## src/rtl/ref_timer_pkg.sv

```systemverilog
package ref_timer_pkg;
  localparam int unsigned OFS_MODE = 32'h00;
  localparam int unsigned OFS_REF  = 32'h04;
  localparam int unsigned OFS_CAP  = 32'h08;
  localparam int unsigned OFS_CNT  = 32'h0C;
  localparam int unsigned OFS_EVT  = 32'h11;

  localparam int unsigned MB_EN      = 0;
  localparam int unsigned MB_RESTART = 3;
  localparam int unsigned MB_IRQEN   = 4;

  typedef enum logic [1:0] {
    SRC_OFF0  = 2'd0,
    SRC_SYS   = 2'd1,
    SRC_DIV16 = 2'd2,
    SRC_OFF3  = 2'd3
  } clk_src_e;
endpackage

```

## src/rtl/rt_prescaler.sv

```systemverilog
module rt_prescaler #(
  parameter int PRE_W   = 8,
  parameter int DIV16_W = 4
) (
  input  logic             clk,
  input  logic             rst,
  input  logic             run,
  input  logic             use_div16,
  input  logic [PRE_W-1:0] div_val,
  output logic             tick
);
  logic [DIV16_W-1:0] d16_q;
  logic [PRE_W-1:0]   pre_q;
  logic               stage_en;

  assign stage_en = run && (!use_div16 || (&d16_q));
  assign tick     = stage_en && (pre_q >= div_val);

  always_ff @(posedge clk) begin
    if (rst || !run) begin
      d16_q <= '0;
      pre_q <= '0;
    end else begin
      if (use_div16) d16_q <= d16_q + 1'b1;
      else           d16_q <= '0;
      if (stage_en) begin
        if (pre_q >= div_val) pre_q <= '0;
        else                  pre_q <= pre_q + 1'b1;
      end
    end
  end
endmodule

```

## src/rtl/rt_counter.sv

```systemverilog
module rt_counter #(
  parameter int W = 16
) (
  input  logic         clk,
  input  logic         rst,
  input  logic         load,
  input  logic [W-1:0] load_val,
  input  logic         tick,
  input  logic         restart,
  input  logic [W-1:0] ref_val,
  output logic [W-1:0] cnt,
  output logic         hit
);
  assign hit = tick && (cnt == ref_val);

  always_ff @(posedge clk) begin
    if (rst)               cnt <= '0;
    else if (load)         cnt <= load_val;
    else if (tick) begin
      if (hit && restart)  cnt <= '0;
      else                 cnt <= cnt + 1'b1;
    end
  end
endmodule

```

## src/rtl/ref_timer.sv

```systemverilog
module ref_timer
  import ref_timer_pkg::*;
#(
  parameter int ADDR_W  = 5,
  parameter int DATA_W  = 16,
  parameter int DIV16_W = 4
) (
  input  logic              clk,
  input  logic              rst,
  input  logic              wr_en,
  input  logic              rd_en,
  input  logic [ADDR_W-1:0] addr,
  input  logic [DATA_W-1:0] wdata,
  output logic [DATA_W-1:0] rdata,
  output logic              irq
);
  localparam int PRE_W = DATA_W - 8;

  logic [DATA_W-1:0] mode_q, ref_q, cap_q, cnt_q;
  logic [1:0]        evt_q;
  logic [31:0]       addr_ext;
  logic              wr_mode, wr_ref, wr_cap, wr_cnt, wr_evt;
  logic              run, tick, ref_hit;
  clk_src_e          src;
  logic [DATA_W-1:0] nxt_mode, nxt_ref, rd_mux;
  logic [1:0]        nxt_evt, evt_clr;

  assign addr_ext = {{(32-ADDR_W){1'b0}}, addr};
  assign wr_mode  = wr_en && (addr_ext == OFS_MODE);
  assign wr_ref   = wr_en && (addr_ext == OFS_REF);
  assign wr_cap   = wr_en && (addr_ext == OFS_CAP);
  assign wr_cnt   = wr_en && (addr_ext == OFS_CNT);
  assign wr_evt   = wr_en && (addr_ext == OFS_EVT);

  assign src = clk_src_e'(mode_q[2:1]);
  assign run = mode_q[MB_EN] && ((src == SRC_SYS) || (src == SRC_DIV16));

  rt_prescaler #(.PRE_W(PRE_W), .DIV16_W(DIV16_W)) u_pre (
    .clk       (clk),
    .rst       (rst),
    .run       (run),
    .use_div16 (src == SRC_DIV16),
    .div_val   (mode_q[DATA_W-1:8]),
    .tick      (tick)
  );

  rt_counter #(.W(DATA_W)) u_cnt (
    .clk      (clk),
    .rst      (rst),
    .load     (wr_cnt),
    .load_val (wdata),
    .tick     (tick),
    .restart  (mode_q[MB_RESTART]),
    .ref_val  (ref_q),
    .cnt      (cnt_q),
    .hit      (ref_hit)
  );

  always_comb begin
    nxt_mode = mode_q;
    nxt_ref  = ref_q;
    if (wr_mode) begin
      if (mode_q[MB_EN] && !wdata[MB_EN]) begin
        nxt_mode = '0;
        nxt_ref  = '0;
      end else begin
        nxt_mode = wdata;
      end
    end else if (wr_ref) begin
      nxt_ref = wdata;
    end
    evt_clr = wr_evt ? wdata[1:0] : 2'b00;
    nxt_evt = (evt_q & ~evt_clr) | {ref_hit, 1'b0};
  end

  always_comb begin
    case (addr_ext)
      OFS_MODE: rd_mux = mode_q;
      OFS_REF:  rd_mux = ref_q;
      OFS_CAP:  rd_mux = cap_q;
      OFS_CNT:  rd_mux = cnt_q;
      OFS_EVT:  rd_mux = {{(DATA_W-2){1'b0}}, evt_q};
      default:  rd_mux = '0;
    endcase
  end

  always_ff @(posedge clk) begin
    if (rst) begin
      mode_q <= '0;
      ref_q  <= '0;
      cap_q  <= '0;
      evt_q  <= '0;
      irq    <= 1'b0;
      rdata  <= '0;
    end else begin
      mode_q <= nxt_mode;
      ref_q  <= nxt_ref;
      if (wr_cap) cap_q <= wdata;
      evt_q  <= nxt_evt;
      irq    <= nxt_mode[MB_IRQEN] && nxt_evt[1];
      if (rd_en) rdata <= rd_mux;
    end
  end
endmodule

```

## config.mk

```make
export PLATFORM = sky130hd
export DESIGN_NAME = ref_timer
export DESIGN_NICKNAME = d
export VERILOG_FILES = /design/src/rtl/ref_timer_pkg.sv /design/src/rtl/rt_prescaler.sv /design/src/rtl/rt_counter.sv /design/src/rtl/ref_timer.sv
export SDC_FILE = /design/constraint.sdc
export NUM_CORES = 1
export LEC_CHECK = 0
export CAP_MARGIN = 5
export CORE_MARGIN = 2
export CORE_UTILIZATION = 58
export CTS_BUF_LIST = sky130_fd_sc_hd__clkbuf_16
export CTS_CLUSTER_SIZE = 40
export DETAILED_ROUTE_END_ITERATION = 8
export GPL_TIMING_DRIVEN = 0
export PLACE_DENSITY = 0.8
export SYNTH_ARGS = -nofsm -noshare
export SYNTH_HDL_FRONTEND = slang
export SYNTH_SLANG_ARGS = --single-unit
export TNS_END_PERCENT = 20
```

## constraint.sdc

```tcl
create_clock -name clk -period 2.4 [get_ports clk]
set_input_delay 0.48 -clock clk [delete_from_list [all_inputs] [get_ports clk]]
set_output_delay 0.48 -clock clk [all_outputs]
set_load 0.05 [all_outputs]
```

==> results of run 1 <==
[critical path: cells and delay by family]
| kind | cells | cell delay (ns) |
|---|---|---|
| simple gates | 4 | 0.92 |
| compound gates | 2 | 0.41 |
| buf+inv | 2 | 0.76 |
[state kept, by name (all words and copies together) (netlist names)]
signal and cells:
cap_q 16, evt_q 2, irq 1, mode_q 16, rdata 16, ref_q 16
u_cnt.cnt 16, u_pre.d16_q 4, u_pre.pre_q 8
[metal layers]
layer	vias to the layer above	share of wire (%)
li1	2098	-
met1	2137	40
met2	243	49
met3	44	8.8
met4	0	2.6
met5	-	0
[cells in the mapped netlist, types with 3 or more instances]
library cell / n / area share (%)
nor2b_1: 17 / 2.2
inv_1: 12 / 0.93
nor3_2: 3 / 0.62
and2_1: 7 / 0.91
nor4bb_1: 3 / 0.62
clkbuf_1: 21 / 1.6
a21bo_2: 5 / 1.0
a21oi_1: 47 / 4.9
xnor2_1: 21 / 3.8
nor2_1: 49 / 3.8
nand4_1: 7 / 0.91
buf_4: 3 / 0.47
nand2b_1: 3 / 0.39
mux4_2: 15 / 7.0
nand2_1: 78 / 6.1
o21ai_0: 12 / 1.2
a31oi_1: 16 / 2.1
nand3_1: 49 / 5.1
ha_1: 12 / 3.1
nor3_1: 3 / 0.31
a211oi_1: 4 / 0.62
and3_1: 6 / 0.78
buf_2: 16 / 1.7
a22oi_1: 19 / 2.9
dfxtp_1: 95 / 39
xor2_1: 4 / 0.72
[cells by family after synthesis]
group / count (synthesis)
multiplexers: 16
XOR/XNOR: 25
buffers and inverters: 53
flip-flops: 95
AND/OR/NAND/NOR: 247
adder cells (fa/ha/maj): 12
AO/OA/AOI/OAI: 115
[cell type report]
class,count,area share (%)
buffer,41,3.44
clock buffer,9,3.94
clock inverter,7,1.27
inverter,12,0.788
multi-input combinational,415,48.2
sequential,95,33.3
tap,105,2.30
timing repair buffer,39,6.83
[final timing paths]
path             start      endpoint  slack, ns  cells past startpoint
max            addr[1]      ref_q[7]       0.03                      8
min           evt_q[0]      evt_q[0]       0.44                      2
max reg2reg  mode_q[1]  u_cnt.cnt[7]       0.14                      9
min reg2reg   evt_q[0]      evt_q[0]       0.44                      2
[power by group]
group	internal [mW]	switching (mW)
Combinational	0.152	0.205
Clock	0.810	0.632
Sequential	1.61	0.0349
[per-stage QoR]
stage	instance area (µm²)	util [%]	cells
2_1_floorplan	4840	-	563
3_3_place_gp	5360	65.9	707
3_5_place_dp	5360	65.9	707
4_1_cts	5670	69.7	723
5_1_grt	5720	70.3	723
6_report	5720	70.3	723
[repair_timing]
action,4_1_cts,5_1_grt
gates resized for setup,4,12
endpoints found under the setup margin,27,37
pin swaps,0,1
cloned,0,0
==> flow_metrics.py, run 1 <==
metrics = {
    "cts": {
        "cts_buffers": 9,
        "cts_hold_buf": 0,
        "clkSinkCount": 95,
        "root_buffer": "clkbuf_16",
        "clk_pin_slew_ns": 0.07,
        "clk_latency_ns": 0.34,
        "cts_tree": "yes",
        "h-tree-depth": 3,
        "post-cts-setup-buffers": 0,
        "clockBufferDepth": 2,
    },
    "setup_path": {
        "slowest_delay_ns": 0.51,
        "crit_arrival_ns": 2.57,
        "critPathMaxFanout": 10,
        "cp_data_required_time_ns": 2.60,
        "crit_path_frequent_cell": "nor3_4",
        "cp-end-kind": "register",
        "cp-start-kind": "input port",
        "crit_chain": "clkdlybuf4s50_1, nor3_4, nand2_1, nor3_4, a21oi_2, buf_2, a22oi_1, nor2_1",
        "crit_path_top_delay_cell": "clkdlybuf4s50_1",
        "crit_type": "in2reg",
    },
    "synthesis": {
        "synth_cells": 563,
        "synth_fa_ha_area_share_pct": 3.10,
        "ys_seq_area_share_pct": 39.3,
        "yosysWarnings": 0,
        "synth_nets": 600,
        "synth_top_family_by_area": "simple AND/OR/NAND/NOR gates",
        "synth-edff-count": 0,
        "yosys.area_share.simple_pct": 25.8,
        "synth-compound-area-share_pct": 14.9,
        "syn_area_per_cell_um2": 8.59,
        "synth_seq_cells": 95,
        "synth_cell_type_count": 54,
        "synth_area_um2": 4840,
        "synth_flop_cell": "dfxtp_1",
        "synth_mux_area_share_pct": 7.53,
        "synth_xor_xnor_area_share_pct": 4.53,
        "ys_async_sr_fraction_pct": 0,
    },
    "global_routing": {
        "grt_max_degree": 17,
        "gr-total-overflow": 0,
        "gr-usage-met2_pct": 51.2,
        "groute.usage.overall_pct": 31.6,
        "grt_pass1_wl_um": 21700,
        "antenna_found_initial": 0,
        "grtUsageMet1_pct": 40.8,
        "grt_util_met3_pct": 5.93,
        "grt_pass1_vias": 4382,
        "grt.busiest_layer": "met2",
    },
    "pwr": {
        "power_density_nw_per_um2": 602,
        "peakVddDrop_uv": 447,
        "power_mw": 3.44,
        "power_leakage_nw": 1.92,
    },
    "layout": {
        "drive_gt1_share_pct": 12.3,
        "multi_input_area_um2": 2750,
        "diodes": 0,
        "mostFrequentLayoutCells": "dfxtp_1 (95), nand2_1 (78), nor2_1 (49), nand3_1 (49), a21oi_1 (46)",
        "nFillCells": 597,
        "layout.nets": 650,
        "final_common_cell": "dfxtp_1",
        "seq_area_um2": 1900,
        "syn_to_final_growth_pct": 18.2,
    },
    "timing": {
        "fin_crit_ns": 2.37,
        "max_freq_ghz": 0.421,
        "worst_pin_slew_ns": 0.599,
        "holdWs_ns": 0.436,
        "slew_violations": 0,
        "max-slew-margin-rel_pct": 59.7,
        "setup-violations-final": 0,
        "finalWorstSetupSlack_ns": 0.0255,
        "finalCritPeriodShare_pct": 98.9,
        "rsz0062_at_grt": "true",
        "finalClockSkew_ns": 0.0106,
        "final-hold-violation-count": 0,
        "finalSetupTns_ns": 0,
    },
    "placement": {
        "gp_congestion": 0.971,
        "dp.final_hpwl_um": 9490,
        "preCtsSetupSlack_ns": -0.297,
        "io_buffers": 39,
    },
    "run_status": {
        "status": "completed",
    },
    "route": {
        "ant_nets": 0,
        "vias": 4522,
        "viasPerCell": 6.25,
        "wl_per_cell_um": 18.9,
        "drc": 0,
        "drt_pass1_iterations": 5,
        "routed_wl_um": 13700,
        "drt_iter0_drc": 557,
    },
    "floorplanning": {
        "floorplan.initialDensity_pct": 59.5,
        "core_area_um2": 8130,
        "num_rows": 33,
        "ioPinCount": 42,
        "die_h_um": 95.3,
        "die_w_um": 95.3,
        "die-area_um2": 9090,
    },
    "hold_path": {
        "worstHoldPathType": "reg2reg",
    },
    "run": {
        "drv_cap": 0,
    },
}
Power figures use the tool's default switching activity.
==> inputs of run 2 (changes only) <==
--- a/config.mk
+++ b/config.mk
@@ -5,6 +5,7 @@
 export SDC_FILE = /design/constraint.sdc
 export NUM_CORES = 1
 export LEC_CHECK = 0
+export ABC_AREA = 0
 export CAP_MARGIN = 5
 export CORE_MARGIN = 2
 export CORE_UTILIZATION = 58
==> results of run 2 <==
The final DEF is identical to that of run 1; final timing and power are the same.
==> inputs of run 3 (changes only) <==
--- a/config.mk
+++ b/config.mk
@@ -6,7 +6,6 @@
 export NUM_CORES = 1
 export LEC_CHECK = 0
 export ABC_AREA = 0
-export CAP_MARGIN = 5
 export CORE_MARGIN = 2
 export CORE_UTILIZATION = 58
 export CTS_BUF_LIST = sky130_fd_sc_hd__clkbuf_16
==> results of run 3 <==
The final DEF is identical to that of run 1; final timing and power are the same.
